==> src/rtl/bfly_route_net.sv <==
module bfly_route_net #(
  parameter int K = 3,
  parameter int W = 8
) (
  input  logic             clk,
  input  logic             rst_n,
  input  logic [(1<<K)-1:0]     in_valid,
  input  logic [(1<<K)*K-1:0]   in_dest,
  input  logic [(1<<K)*W-1:0]   in_data,
  output logic [(1<<K)-1:0]     out_valid,
  output logic [(1<<K)*W-1:0]   out_data,
  output logic [(1<<K)-1:0]     blk_pulse
);
  localparam int N = 1 << K;

  logic           vld [K+1][N];
  logic [K-1:0]   dst [K+1][N];
  logic [K-1:0]   org [K+1][N];
  logic [W-1:0]   pay [K+1][N];

  logic           nv  [K][N];
  logic [K-1:0]   nd  [K][N];
  logic [K-1:0]   no  [K][N];
  logic [W-1:0]   np  [K][N];
  logic           lost[K][N];

  logic [N-1:0]   blk_n;

  for (genvar j = 0; j < N; j++) begin : g_entry
    assign vld[0][j] = in_valid[j];
    assign dst[0][j] = in_dest[j*K +: K];
    assign org[0][j] = K'(j);
    assign pay[0][j] = in_data[j*W +: W];
    assign out_valid[j]       = vld[K][j];
    assign out_data[j*W +: W] = pay[K][j];
  end

  for (genvar s = 0; s < K; s++) begin : g_stage
    localparam int B = K - 1 - s;
    for (genvar p = 0; p < N/2; p++) begin : g_sw
      localparam int LO = ((p >> B) << (B + 1)) | (p & ((1 << B) - 1));
      localparam int HI = LO | (1 << B);
      logic a_up, b_up, lo_a, hi_a;
      assign a_up = dst[s][LO][B];
      assign b_up = dst[s][HI][B];
      assign lo_a = vld[s][LO] & ~a_up;
      assign hi_a = vld[s][LO] &  a_up;

      assign nv[s][LO] = lo_a | (vld[s][HI] & ~b_up);
      assign nv[s][HI] = hi_a | (vld[s][HI] &  b_up);
      assign nd[s][LO] = lo_a ? dst[s][LO] : dst[s][HI];
      assign nd[s][HI] = hi_a ? dst[s][LO] : dst[s][HI];
      assign no[s][LO] = lo_a ? org[s][LO] : org[s][HI];
      assign no[s][HI] = hi_a ? org[s][LO] : org[s][HI];
      assign np[s][LO] = lo_a ? pay[s][LO] : pay[s][HI];
      assign np[s][HI] = hi_a ? pay[s][LO] : pay[s][HI];

      assign lost[s][LO] = 1'b0;
      assign lost[s][HI] = vld[s][LO] & vld[s][HI] & (a_up == b_up);
    end
  end

  always_ff @(posedge clk) begin
    for (int s = 0; s < K; s++)
      for (int j = 0; j < N; j++)
        vld[s+1][j] <= rst_n ? nv[s][j] : 1'b0;
  end

  always_ff @(posedge clk) begin
    for (int s = 0; s < K; s++)
      for (int j = 0; j < N; j++) begin
        dst[s+1][j] <= nd[s][j];
        org[s+1][j] <= no[s][j];
        pay[s+1][j] <= np[s][j];
      end
  end

  always_comb begin
    blk_n = '0;
    for (int s = 0; s < K; s++)
      for (int j = 0; j < N; j++)
        if (lost[s][j]) blk_n[org[s][j]] = 1'b1;
  end

  always_ff @(posedge clk) begin
    if (!rst_n) blk_pulse <= '0;
    else        blk_pulse <= blk_n;
  end
endmodule

==> config.mk <==
export PLATFORM = sky130hd
export DESIGN_NAME = bfly_route_net
export DESIGN_NICKNAME = d
export VERILOG_FILES = /design/src/rtl/bfly_route_net.sv
export SDC_FILE = /design/constraint.sdc
export NUM_CORES = 1
export LEC_CHECK = 0
export ABC_AREA = 0
export BUFFER_PORTS_ARGS = -buffer_cell sky130_fd_sc_hd__buf_2
export CORE_ASPECT_RATIO = 2
export CORE_MARGIN = 2
export CORE_UTILIZATION = 55
export CTS_CLUSTER_DIAMETER = 60
export DETAILED_ROUTE_END_ITERATION = 10
export MAX_ROUTING_LAYER = met4
export PLACE_DENSITY = 0.83
export SYNTH_ARGS = -nofsm -noshare
export SYNTH_HDL_FRONTEND = slang
export SYNTH_SLANG_ARGS = --single-unit
==> constraint.sdc <==
create_clock -name clk -period 1.7 [get_ports clk]
set_input_delay 0.17 -clock clk [delete_from_list [all_inputs] [get_ports clk]]
set_output_delay 0.17 -clock clk [all_outputs]
set_load 0.01 [all_outputs]
Word-level counts from Yosys, hierarchy flattened:

Index checks and enable logic that the tools add are counted.

* register bits after elaboration: 278
* input bits: 98
* output and inout bits: 80
* logic and storage cells: 317

* order comparisons: 16
* equal/unequal tests: 12
* muxes and demuxes: 78
* bitwise operators: 128
* reductions and logical operators: 8

Operators with widths (count)
* 2-to-1 mux 8 bit: 33
* bitwise AND 1 bit: 72
* bitwise OR 8 bit: 8
* < comparator 3 x 4 -> 1 bit, second input constant: 8
* 2-to-1 mux 3 bit: 10
* demux 1 bit (select 3 bit): 8
* >= comparator 3 x 1 -> 1 bit, second input constant: 8
* inverter 1 bit: 24
* bitwise OR 1 bit: 24
* 2-to-1 mux 1 bit: 16
* 2-to-1 mux 2 bit: 8
* == test 1 bit: 12
* logical AND 1 bit: 8
* 2-to-1 mux 7 bit: 1
* 2-to-1 mux 6 bit: 1
* 2-to-1 mux 5 bit: 1

Longest topological paths before layout:

Gate-level depths: netlist of the first run.

* depth in word-level cells: 22
* mapped depth: 4
* depth with buffers taken out: 4

Worst setup path before layout of the first run:

No wires, ideal clock.

* path type: register to register
* start point: register vld[22] (netlist bit)
* end point: register dst[42] (netlist bit)
* setup time: 121 ps
* arrival time: 1053 ps
* required time: 1579 ps
* slack: 526 ps
* cell stages (with the launch flop): 4
* buffers on the path: 1
* period minus slack after synthesis: 1174 ps
* cell sequence: dfxtp_1 > nor2b_1 > buf_2 > mux2_2

RTL lines
* from (decl): RTL line 16 `logic vld [K+1][N];`
* from (signal, indexed assignment): RTL line 66 `vld[s+1][j] <= rst_n ? nv[s][j] : 1'b0;`
* to (signal, indexed assignment): RTL line 72 `dst[s+1][j] <= nd[s][j];`
* to (decl): RTL line 17 `logic [K-1:0] dst [K+1][N];`

Final worst setup path of the first run:

* start point: input in_valid[4]
* end point: register blk_pulse[4]

* cells in the longest elaborated chain, start to end: 22

Ends and longest elaborated chain
* from (decl): RTL line 7 `input logic [(1<<K)-1:0] in_valid,`
* bitwise AND 1 bit (*) (2 in series): RTL line 59 `assign lost[s][HI] = vld[s][LO] & vld[s][HI] & (a_up == b_up);`
* 2-to-1 mux 5 bit (*): RTL line 82 `if (lost[s][j]) blk_n[org[s][j]] = 1'b1;`
* 2-to-1 mux 6 bit (*): RTL line 82
* 2-to-1 mux 7 bit (*): RTL line 82
* 2-to-1 mux 8 bit (*): RTL line 82
* bitwise OR 8 bit (no source line)
* 2-to-1 mux 8 bit (*): RTL line 82
* bitwise OR 8 bit (no source line)
* [... 5 more ...]
* bitwise OR 8 bit (no source line)
* 2-to-1 mux 8 bit (*): RTL line 82
* bitwise OR 8 bit (no source line)
* 2-to-1 mux 8 bit (*): RTL line 82
* bitwise OR 8 bit (no source line)
* 2-to-1 mux 8 bit (*): RTL line 82
* bitwise OR 8 bit (no source line)
* 2-to-1 mux 8 bit (*): RTL line 82
* to (signal assigned): RTL line 87 `else blk_pulse <= blk_n;`
* to (decl): RTL line 12 `output logic [(1<<K)-1:0] blk_pulse`

Every way passes the cells marked *; elsewhere a longest branch is shown, timed or not.
A chain may end at the register's enable or synchronous reset.

==> key figures, run 1 <==
Die
  • Row Count: 66
  • Die area: 0.0177 mm2
  • Die Wd: 95.1 um
  • Die height: 186 um
  • Core footprint: 0.0163 mm2
  • Initial core utilization: 0.561
  • Ports: 178

Clock network
  • CTS tree: yes
  • Skew-Pair Late Insertion Delay: 0.50 ns
  • Clock Path Buffers: 3
  • CTS clk-pin slew, worst paths: 0.07 ns
  • Total CTS buffers: 22
  • H-tree Lvls: 1
  • Clock Sinks: 261
  • Root Buffer: clkbuf_16

Global routing
  • First-pass GRT wire length: 34800 um
  • Initial antenna violation count: 0
  • GRT overflow: 0
  • Largest net degree at the start of global routing: 18
  • GRT Total Usage: 0.275
  • Vias in the first global route: 6823

Critical path
  • Setup CP Type: in -> reg
  • Worst-path fanout max: 3
  • Crit-path max cell delay: 0.58 ns
  • Worst EP arrival: 2.07 ns
  • CP required: 2.09 ns
  • Critical path endpoint category: flop
  • Critical Path Most Common Cell: dlygate4sd3_1
  • CP cell instances: dlygate4sd3_1 -> buf_2 -> nand3_1 -> dlygate4sd3_1 -> nor2_2 -> dlygate4sd3_1
  • Critical-path top delay cell: dlygate4sd3_1
  • Worst setup SP type: input pin
  • CP delay by family, top: buffers and inverters
  • WP buf/inv: 4

Final layout
  • Design Area, Final: 0.0119 mm2
  • Fin util: 0.730
  • Commonest non-fill, non-tap cell in the layout: dfxtp_1
  • Share of cells above drive strength 1: 0.455
  • Final non-filler cell total: 1196
  • Ant diodes: 0
  • Most frequent cells in the layout: 261 x dfxtp_1, 220 x mux2_2, 175 x buf_2
  • Final net count: 1076
  • Area growth, synth to finish: 30.1%

Route
  • Final antenna-violating net count: 0
  • DR vias: 6217
  • Vias per cell: 5.20
  • Drt drc: 0
  • DRT Pass-1 Iters: 4
  • Routed WL per cell: 19.8 um
  • Drt initial violations: 163
  • Post-Route WL: 23700 um

Timing
  • Worst-margin pin slew: 0.617 ns
  • Setup Skew: 0.00916 ns
  • Count of final setup violators: 0
  • Max-slew headroom at the worst pin: 0.588
  • Setup WS post-layout: 0.0163 ns
  • Final Hold Slack: 0.00524 ns
  • Period utilization: 0.990
  • Fmax: 594 MHz
  • Final min period: 1.68 ns
  • Endpoints failing hold: 0
  • Final slew viol count: 0
  • Final setup TNS: 0 ns

Run
  • MaxCap Viol Count: 0

Place
  • Final HPWL DP: 16000 um
  • Post-DP Area: 0.00975 mm2
  • RePlAce Congestion: 0.887
  • DP Cell Count: 1022
  • Number of port buffers: 176
  • Pre-CTS setup slack: 0.297 ns

Yosys
  • Synth Instances: 718
  • Synthesized area: 0.00913 mm2
  • Netlist cell types: 29
  • Mapped Nets: 816
  • Post-synthesis sequential area ratio: 0.572
  • Flops & latches, synth: 261
  • Synth Warn #: 0
  • Syn Area/Cell: 12.7 um2

Power
  • LEAKAGE: 5.05 nW
  • Worst IR drop on VDD: 927 uV
  • Total power: 13.9 mW
  • Power Density: 1170 mW/mm2

Worst hold path
  • Hold WC Path Type: in -> reg

Status
  • Status: completed
[repair_timing]
| item | 4_1_cts | 5_1_grt |
|---|---|---|
| endpoints found under the hold margin | 93 | 0 |
| gates resized for setup | 0 | 4 |
| buffers inserted | 0 | 1 |
| endpoints found under the setup margin | 0 | 1 |
| hold buffers | 135 | 0 |
[worst paths after layout]
kind | slack [ns] | depth (start not counted) | start | to
hold reg to reg | 0.47 | 1 | pay[167]$_DFF_P_ | pay[103]$_DFF_P_
setup reg to reg | 0.24 | 3 | vld[13]$_SDFF_PN0_ | out_data[18]$_DFF_P_
hold / removal | 0.005 | 3 | in_valid[2] | blk_pulse[6]$_SDFF_PN0_
setup / recovery | 0.02 | 6 | in_valid[4] | blk_pulse[4]$_SDFF_PN0_
[layout make-up]
type                    count  area, um2
clock buffers              28        604
clock inverters            10        155
fillers                  1102       4390
inverters                  14       52.6
multi-input cells         350       3210
flip-flops and latches    261       5230
well taps                 204        255
repair buffers            329       2370
[cell families after synthesis]
family	share of synthesized area
xor gates and xnor gates	0.0115
DFF	0.572
and+or+nand+nor	0.0437
buffers and inverters	0.0764
AOI/OAI and AO/OA	0.0245
muxes	0.271
other	0.000411
[flip-flops by register name (all words and copies together), names as in the netlist]
| register | count |
|---|---|
| org | 14 |
| out_valid | 8 |
| dst | 24 |
| vld | 16 |
| blk_pulse | 7 |
| pay | 128 |
| out_data | 64 |
[synthesized netlist by cell type]
cell type	count	share of area
nor3b_1	4	0.0033
o31a_1	2	0.0019
conb_1	1	0.00041
nand2b_1	7	0.0048
nor2b_1	12	0.0082
nand2_1	28	0.012
o32ai_1	2	0.0019
o211ai_1	1	0.00082
nand4_1	4	0.0027
clkinv_1	1	0.00041
a21oi_1	24	0.013
nand3_2	1	0.0011
buf_2	18	0.0099
o22a_1	1	0.00096
nor3_1	3	0.0016
nor2_1	9	0.0037
mux2_2	220	0.27
dfxtp_1	261	0.57
buf_4	73	0.060
inv_1	13	0.0053
o41a_1	2	0.0025
xnor2_1	10	0.0096
nand3_1	11	0.0060
o21ai_1	1	0.00055
or2_2	1	0.00069
xor2_1	2	0.0019
o22ai_1	3	0.0021
clkbuf_1	2	0.00082
a31oi_1	1	0.00069
[power breakdown]
part           switching [mW]  internal, mW  total, mW
combinational           0.673         0.969       1.64
clock                    2.17          3.13       5.29
sequential              0.315          6.69       7.01
total                    3.15          10.8       13.9
[routing by layer]
layer | GRT usage | vias up | routed length, um
met1 | 0.228 | 3008 | 7420
met5 | - | - | 0
li1 | - | 2898 | -
met2 | 0.532 | 216 | 13700
met3 | 0.0274 | 95 | 740
met4 | 0.205 | 0 | 1910
[worst reg2reg max path, delay by kind of cell (launching register included)]
family        cells  cell delay, ns
mux               1            0.37
simple gates      1            0.31
flops             1            0.40
buf+inv           1            0.27
Power figures use the tool's default switching activity.
==> inputs of run 2 (changes only) <==
--- a/config.mk
+++ b/config.mk
@@ -9,11 +9,11 @@
 export BUFFER_PORTS_ARGS = -buffer_cell sky130_fd_sc_hd__buf_2
 export CORE_ASPECT_RATIO = 2
 export CORE_MARGIN = 2
-export CORE_UTILIZATION = 55
+export CORE_UTILIZATION = 40
 export CTS_CLUSTER_DIAMETER = 60
 export DETAILED_ROUTE_END_ITERATION = 10
 export MAX_ROUTING_LAYER = met4
-export PLACE_DENSITY = 0.83
+export PLACE_DENSITY = 0.64
 export SYNTH_ARGS = -nofsm -noshare
 export SYNTH_HDL_FRONTEND = slang
 export SYNTH_SLANG_ARGS = --single-unit
==> run 2 against run 1 <==
Against the previous run: design area up 1.0%; cell count is 6.4% higher; sequential share of layout area fell by 0.45 points; combinational power barely moved; global-route usage is 8.3 points lower; largest power group unchanged; highest routed layer unchanged.
==> key figures, run 2 (synthesized netlist as in run 1, its figures left out) <==
Status
  • Status: completed

Critical path
  • Reg-to-reg critical path endpoint: pay[99]$_DFF_P_
  • Setup CP Type: in -> reg
  • CP cell instances: dlygate4sd3_1 -> buf_2 -> nor2b_4 -> buf_6 -> mux2_2 -> dlygate4sd3_1
  • R2r worst-path depth: 2
  • CP required: 2.10 ns
  • Critical-path top delay cell: dlygate4sd3_1
  • Worst-path fanout max: 5
  • Worst R2R Start: dst[67]$_DFF_P_
  • Critical path endpoint category: flop
  • Worst setup SP type: input pin
  • Slack of the worst reg-to-reg path: 0.42 ns
  • Worst EP arrival: 2.07 ns
  • Crit-path max cell delay: 0.55 ns
  • Critical Path Most Common Cell: dlygate4sd3_1

Global routing
  • Vias in the first global route: 6331
  • Initial antenna violation count: 0
  • First-pass GRT wire length: 34500 um
  • Largest net degree at the start of global routing: 21
  • GRT Total Usage: 0.191
  • GRT overflow: 0

Timing
  • Final setup TNS: 0 ns
  • Max-slew headroom at the worst pin: 0.588
  • RSZ-0062 raised after global routing: false
  • Fmax: 597 MHz
  • Setup Skew: 0.00916 ns
  • Final slew viol count: 0
  • Endpoints failing hold: 0
  • Setup WS post-layout: 0.0251 ns
  • Count of final setup violators: 0
  • Final min period: 1.67 ns
  • Period utilization: 0.985
  • Worst-margin pin slew: 0.617 ns

Clock network
  • CTS clk-pin slew, worst paths: 0.06 ns
  • Clock Sinks: 261
  • Total CTS buffers: 23
  • Root Buffer: clkbuf_16
  • CTS tree: yes
  • H-tree Lvls: 1
  • Skew-Pair Late Insertion Delay: 0.51 ns
  • Clock Path Buffers: 3

Place
  • RePlAce Congestion: 0.854
  • Pre-CTS setup slack: 0.390 ns
  • Number of port buffers: 176
  • Final HPWL DP: 16200 um
  • DP Cell Count: 1096

Final layout
  • Final non-filler cell total: 1273
  • Largest Register: pay
  • Share of cells above drive strength 1: 0.459
  • Commonest non-fill, non-tap cell in the layout: dfxtp_1
  • Ant diodes: 0
  • Most frequent cells in the layout: 261 x dfxtp_1, 220 x mux2_2, 176 x buf_2
  • Area growth, synth to finish: 31.4%
  • Max reg flops: 128
  • Final net count: 1076

Die
  • Die height: 218 um
  • Die Wd: 111 um
  • Core footprint: 0.0225 mm2
  • Row Count: 78
  • Initial core utilization: 0.405
  • Ports: 178
  • Die area: 0.0241 mm2

Route
  • DRT Pass-1 Iters: 4
  • Final antenna-violating net count: 0
  • Routed WL per cell: 18.0 um
  • Post-Route WL: 22900 um
  • Drt drc: 0
  • Vias per cell: 4.61
  • DR vias: 5874
  • Drt initial violations: 248

Worst hold path
  • Min-Delay Startpoint: in_dest[17]
  • Hold worst-path end: vld[18]$_SDFF_PN0_
  • Hold Path Depth: 3
  • Hold WC Path Type: in -> reg

Run
  • MaxCap Viol Count: 0

Power
  • Worst IR drop on VDD: 791 uV
  • Power Density: 1180 mW/mm2
  • LEAKAGE: 5.08 nW
==> run 2: how the worst max path moves through the flow <==
| stage | start | endpoint | slack [ns] | depth (start not counted) |
|---|---|---|---|---|
| final | in_valid[0] | pay[186]$_DFF_P_ | 0.03 | 6 |
| after global placement | in_dest[11] | dst[49]$_DFF_P_ | 0.41 | 3 |
| after detailed placement | in_dest[11] | pay[130]$_DFF_P_ | 0.39 | 3 |
| after global routing | in_valid[0] | pay[185]$_DFF_P_ | 0.004 | 6 |
| after floorplan | vld[22]$_SDFF_PN0_ | dst[42]$_DFF_P_ | 0.53 | 3 |
| after CTS | in_valid[0] | pay[186]$_DFF_P_ | 0.007 | 6 |
==> run 2: power by group <==
group | total (mW) | leakage, nW | switching (mW) | internal, mW
registers | 6.97 | 2.19 | 0.283 | 6.69
logic | 1.62 | 2.50 | 0.653 | 0.966
clock network | 5.51 | 0.387 | 2.27 | 3.24
==> run 2: what timing repair did <==
item / in CTS / in global routing
setup endpoints to repair: 0 / 4
setup buffers: 0 / 4
resized for setup: 0 / 5
endpoints found under the hold margin: 92 / 0
hold buffers: 133 / 0
==> run 2: final cells by class <==
type / count / area, um2
Timing Repair Buffer: 328 / 2360
Clock buffer: 29 / 628
Fill cell: 1922 / 10500
Sequential cell: 261 / 5230
Inverter: 14 / 52.6
Tap cell: 280 / 350
Clock inverter: 11 / 170
Multi-Input combinational cell: 350 / 3220
==> run 2: metrics by stage <==
stage	util	power, mW	hold slack [ns]	area, um2
2_1_floorplan	-	8.07	0.296	9130
3_3_place_gp	0.436	8.43	0.408	9830
3_5_place_dp	0.436	8.44	0.413	9830
4_1_cts	0.531	14.2	0.00888	12000
5_1_grt	0.532	14.7	0.00986	12000
6_report	0.532	14.1	0.0252	12000
==> run 2: per-layer routing <==
layer | share of wire | track usage | routed length (um) | vias to the layer above
li1 | - | - | - | 2914
met1 | 0.38 | 0.199 | 8760 | 2773
met2 | 0.55 | 0.360 | 12500 | 149
met3 | 0.037 | 0.0222 | 858 | 38
met4 | 0.034 | 0.0808 | 772 | 0
met5 | 0 | - | 0 | -
==> run 2: critical path, delay by kind of cell <==
family	cells	cell delay (ns)
buf+inv	4	1.39
mux	1	0.34
simple gates	1	0.18
==> inputs of run 3 (changes only) <==
--- a/config.mk
+++ b/config.mk
@@ -14,6 +14,7 @@
 export DETAILED_ROUTE_END_ITERATION = 10
 export MAX_ROUTING_LAYER = met4
 export PLACE_DENSITY = 0.64
+export REMOVE_ABC_BUFFERS = 1
 export SYNTH_ARGS = -nofsm -noshare
 export SYNTH_HDL_FRONTEND = slang
 export SYNTH_SLANG_ARGS = --single-unit
==> run 3 against run 2 <==
Against the previous run: register-to-register slack got worse by 0.02 ns; hold slack worse by 0.014 ns; first-iteration DRC count is 33% lower; clock-buffer cell count grew 4; largest power group unchanged.
==> key figures, run 3 (synthesized netlist as in run 1, its figures left out) <==
Route
  • Final antenna-violating net count: 0
  • Routed WL per cell: 19.1 um
  • Post-Route WL: 24200 um
  • DR vias: 5988
  • Drt drc: 0
  • DRT Pass-1 Iters: 4
  • Drt initial violations: 167
  • Vias per cell: 4.71

Critical path
  • Slack of the worst reg-to-reg path: 0.40 ns
  • Critical path endpoint category: flop
  • Worst EP arrival: 1.72 ns
  • Setup CP Type: in -> reg
  • Worst R2R Start: vld[22]$_SDFF_PN0_
  • Worst setup SP type: input pin
  • Reg-to-reg critical path endpoint: pay[113]$_DFF_P_
  • Worst-path fanout max: 12
  • R2r worst-path depth: 3
  • CP required: 2.10 ns

Timing
  • Period utilization: 0.778
  • Final min period: 1.32 ns
  • Setup WS post-layout: 0.377 ns
  • Count of final setup violators: 0
  • Worst-margin pin slew: 0.607 ns
  • RSZ-0062 raised after global routing: false
  • Setup Skew: 0.0134 ns
  • Endpoints failing hold: 0
  • Fmax: 756 MHz
  • Final Hold Slack: 0.0112 ns
  • Final setup TNS: 0 ns
  • Final slew viol count: 0
  • Max-slew headroom at the worst pin: 0.594

Die
  • Die Wd: 111 um
  • Die area: 0.0241 mm2
  • Ports: 178
  • Initial core utilization: 0.405
  • Core footprint: 0.0225 mm2
  • Die height: 218 um
  • Row Count: 78

Final layout
  • Largest Register: pay
  • Design Area, Final: 0.0119 mm2
  • Share of cells above drive strength 1: 0.454
  • Most frequent cells in the layout: 261 x dfxtp_1, 220 x mux2_2, 176 x buf_2
  • Final net count: 1071
  • Area growth, synth to finish: 30.2%
  • Max reg flops: 128
  • Commonest non-fill, non-tap cell in the layout: dfxtp_1

Global routing
  • Vias in the first global route: 6518
  • Largest net degree at the start of global routing: 17
  • First-pass GRT wire length: 36300 um
  • GRT Total Usage: 0.203
  • GRT overflow: 0
  • Initial antenna violation count: 1

Clock network
  • CTS tree: yes
  • Skew-Pair Late Insertion Delay: 0.52 ns
  • Total CTS buffers: 22
  • Post-CTS Resized: 0
  • H-tree Lvls: 1
  • Root Buffer: clkbuf_16
  • CTS clk-pin slew, worst paths: 0.07 ns
  • Post-CTS Setup Inserts: 0
  • Clock Path Buffers: 3
  • Clock Sinks: 261

Worst hold path
  • Hold WC Path Type: in -> reg
  • Hold Path Depth: 3
  • Hold worst-path end: blk_pulse[6]$_SDFF_PN0_
  • Min-Delay Startpoint: in_valid[2]

Run
  • MaxCap Viol Count: 0

Status
  • Status: completed

Place
  • Final HPWL DP: 17100 um
  • Number of port buffers: 176
  • RePlAce Congestion: 0.855
  • Pre-CTS setup slack: 0.376 ns
  • Post-DP Area: 0.00984 mm2

Power
  • Total power: 13.7 mW
  • Worst IR drop on VDD: 798 uV
  • LEAKAGE: 5.01 nW
  • Power Density: 1150 mW/mm2
[run 3: cell count changes in the layout (fill, tap and decap cells not counted)]
cell	change
buf_4	-3
bufinv_16	-3
clkbuf_1	+2
clkbuf_8	+2
buf_6	-1
clkinv_4	-1
clkinvlp_4	+1
diode_2	+1
inv_8	-1
nor2b_1	+1
nor2b_4	-1
[run 3: how the worst max path moves through the flow]
stage	startpoint	to	cells past startpoint
floorplan	vld[22]$_SDFF_PN0_	dst[42]$_DFF_P_	2
global placement	in_dest[11]	pay[131]$_DFF_P_	3
detailed placement	in_dest[11]	pay[131]$_DFF_P_	3
CTS	in_valid[4]	blk_pulse[4]$_SDFF_PN0_	6
global route	in_dest[11]	dst[48]$_DFF_P_	4
finish	in_dest[11]	dst[48]$_DFF_P_	4
[run 3: power breakdown]
group	internal, mW	switching, mW
clock network	2.86	2.22
registers	6.69	0.315
logic	0.961	0.670
total	10.5	3.20
[run 3: final cells by class]
cell class              instances  area, um2
fillers                      1896      10700
repair buffers                324       2320
multi-input cells             350       3210
inverters                      14       52.6
clock inverters                 7       67.6
well taps                     280        350
flip-flops and latches        261       5230
clock buffers                  33        663
diodes                          1       2.50
[run 3: worst max-delay path: stages]
cell,delay [ns]
buf_2,0.13
nand2_1,0.46
mux2_2,0.41
dlygate4sd3_1,0.56
[run 3: repair_timing]
item                                    CTS  global route
hold endpoints to repair                 89             0
endpoints found under the setup margin    0             1
hold buffers                            133             0
[run 3: per-layer routing]
metal | routed length [um] | vias to the layer above | part of all wire | track usage
met2 | 13300 | 172 | 0.55 | 0.389
met3 | 751 | 80 | 0.031 | 0.0233
met5 | 0 | - | 0 | -
met4 | 1470 | 0 | 0.061 | 0.113
li1 | - | 2898 | - | -
met1 | 8670 | 2838 | 0.36 | 0.195
[run 3: per-stage QoR]
step / instances / utilization
2_1_floorplan: 625 / -
3_3_place_gp: 1097 / 0.436
3_5_place_dp: 1097 / 0.436
4_1_cts: 1270 / 0.528
5_1_grt: 1270 / 0.528
6_report: 1270 / 0.528
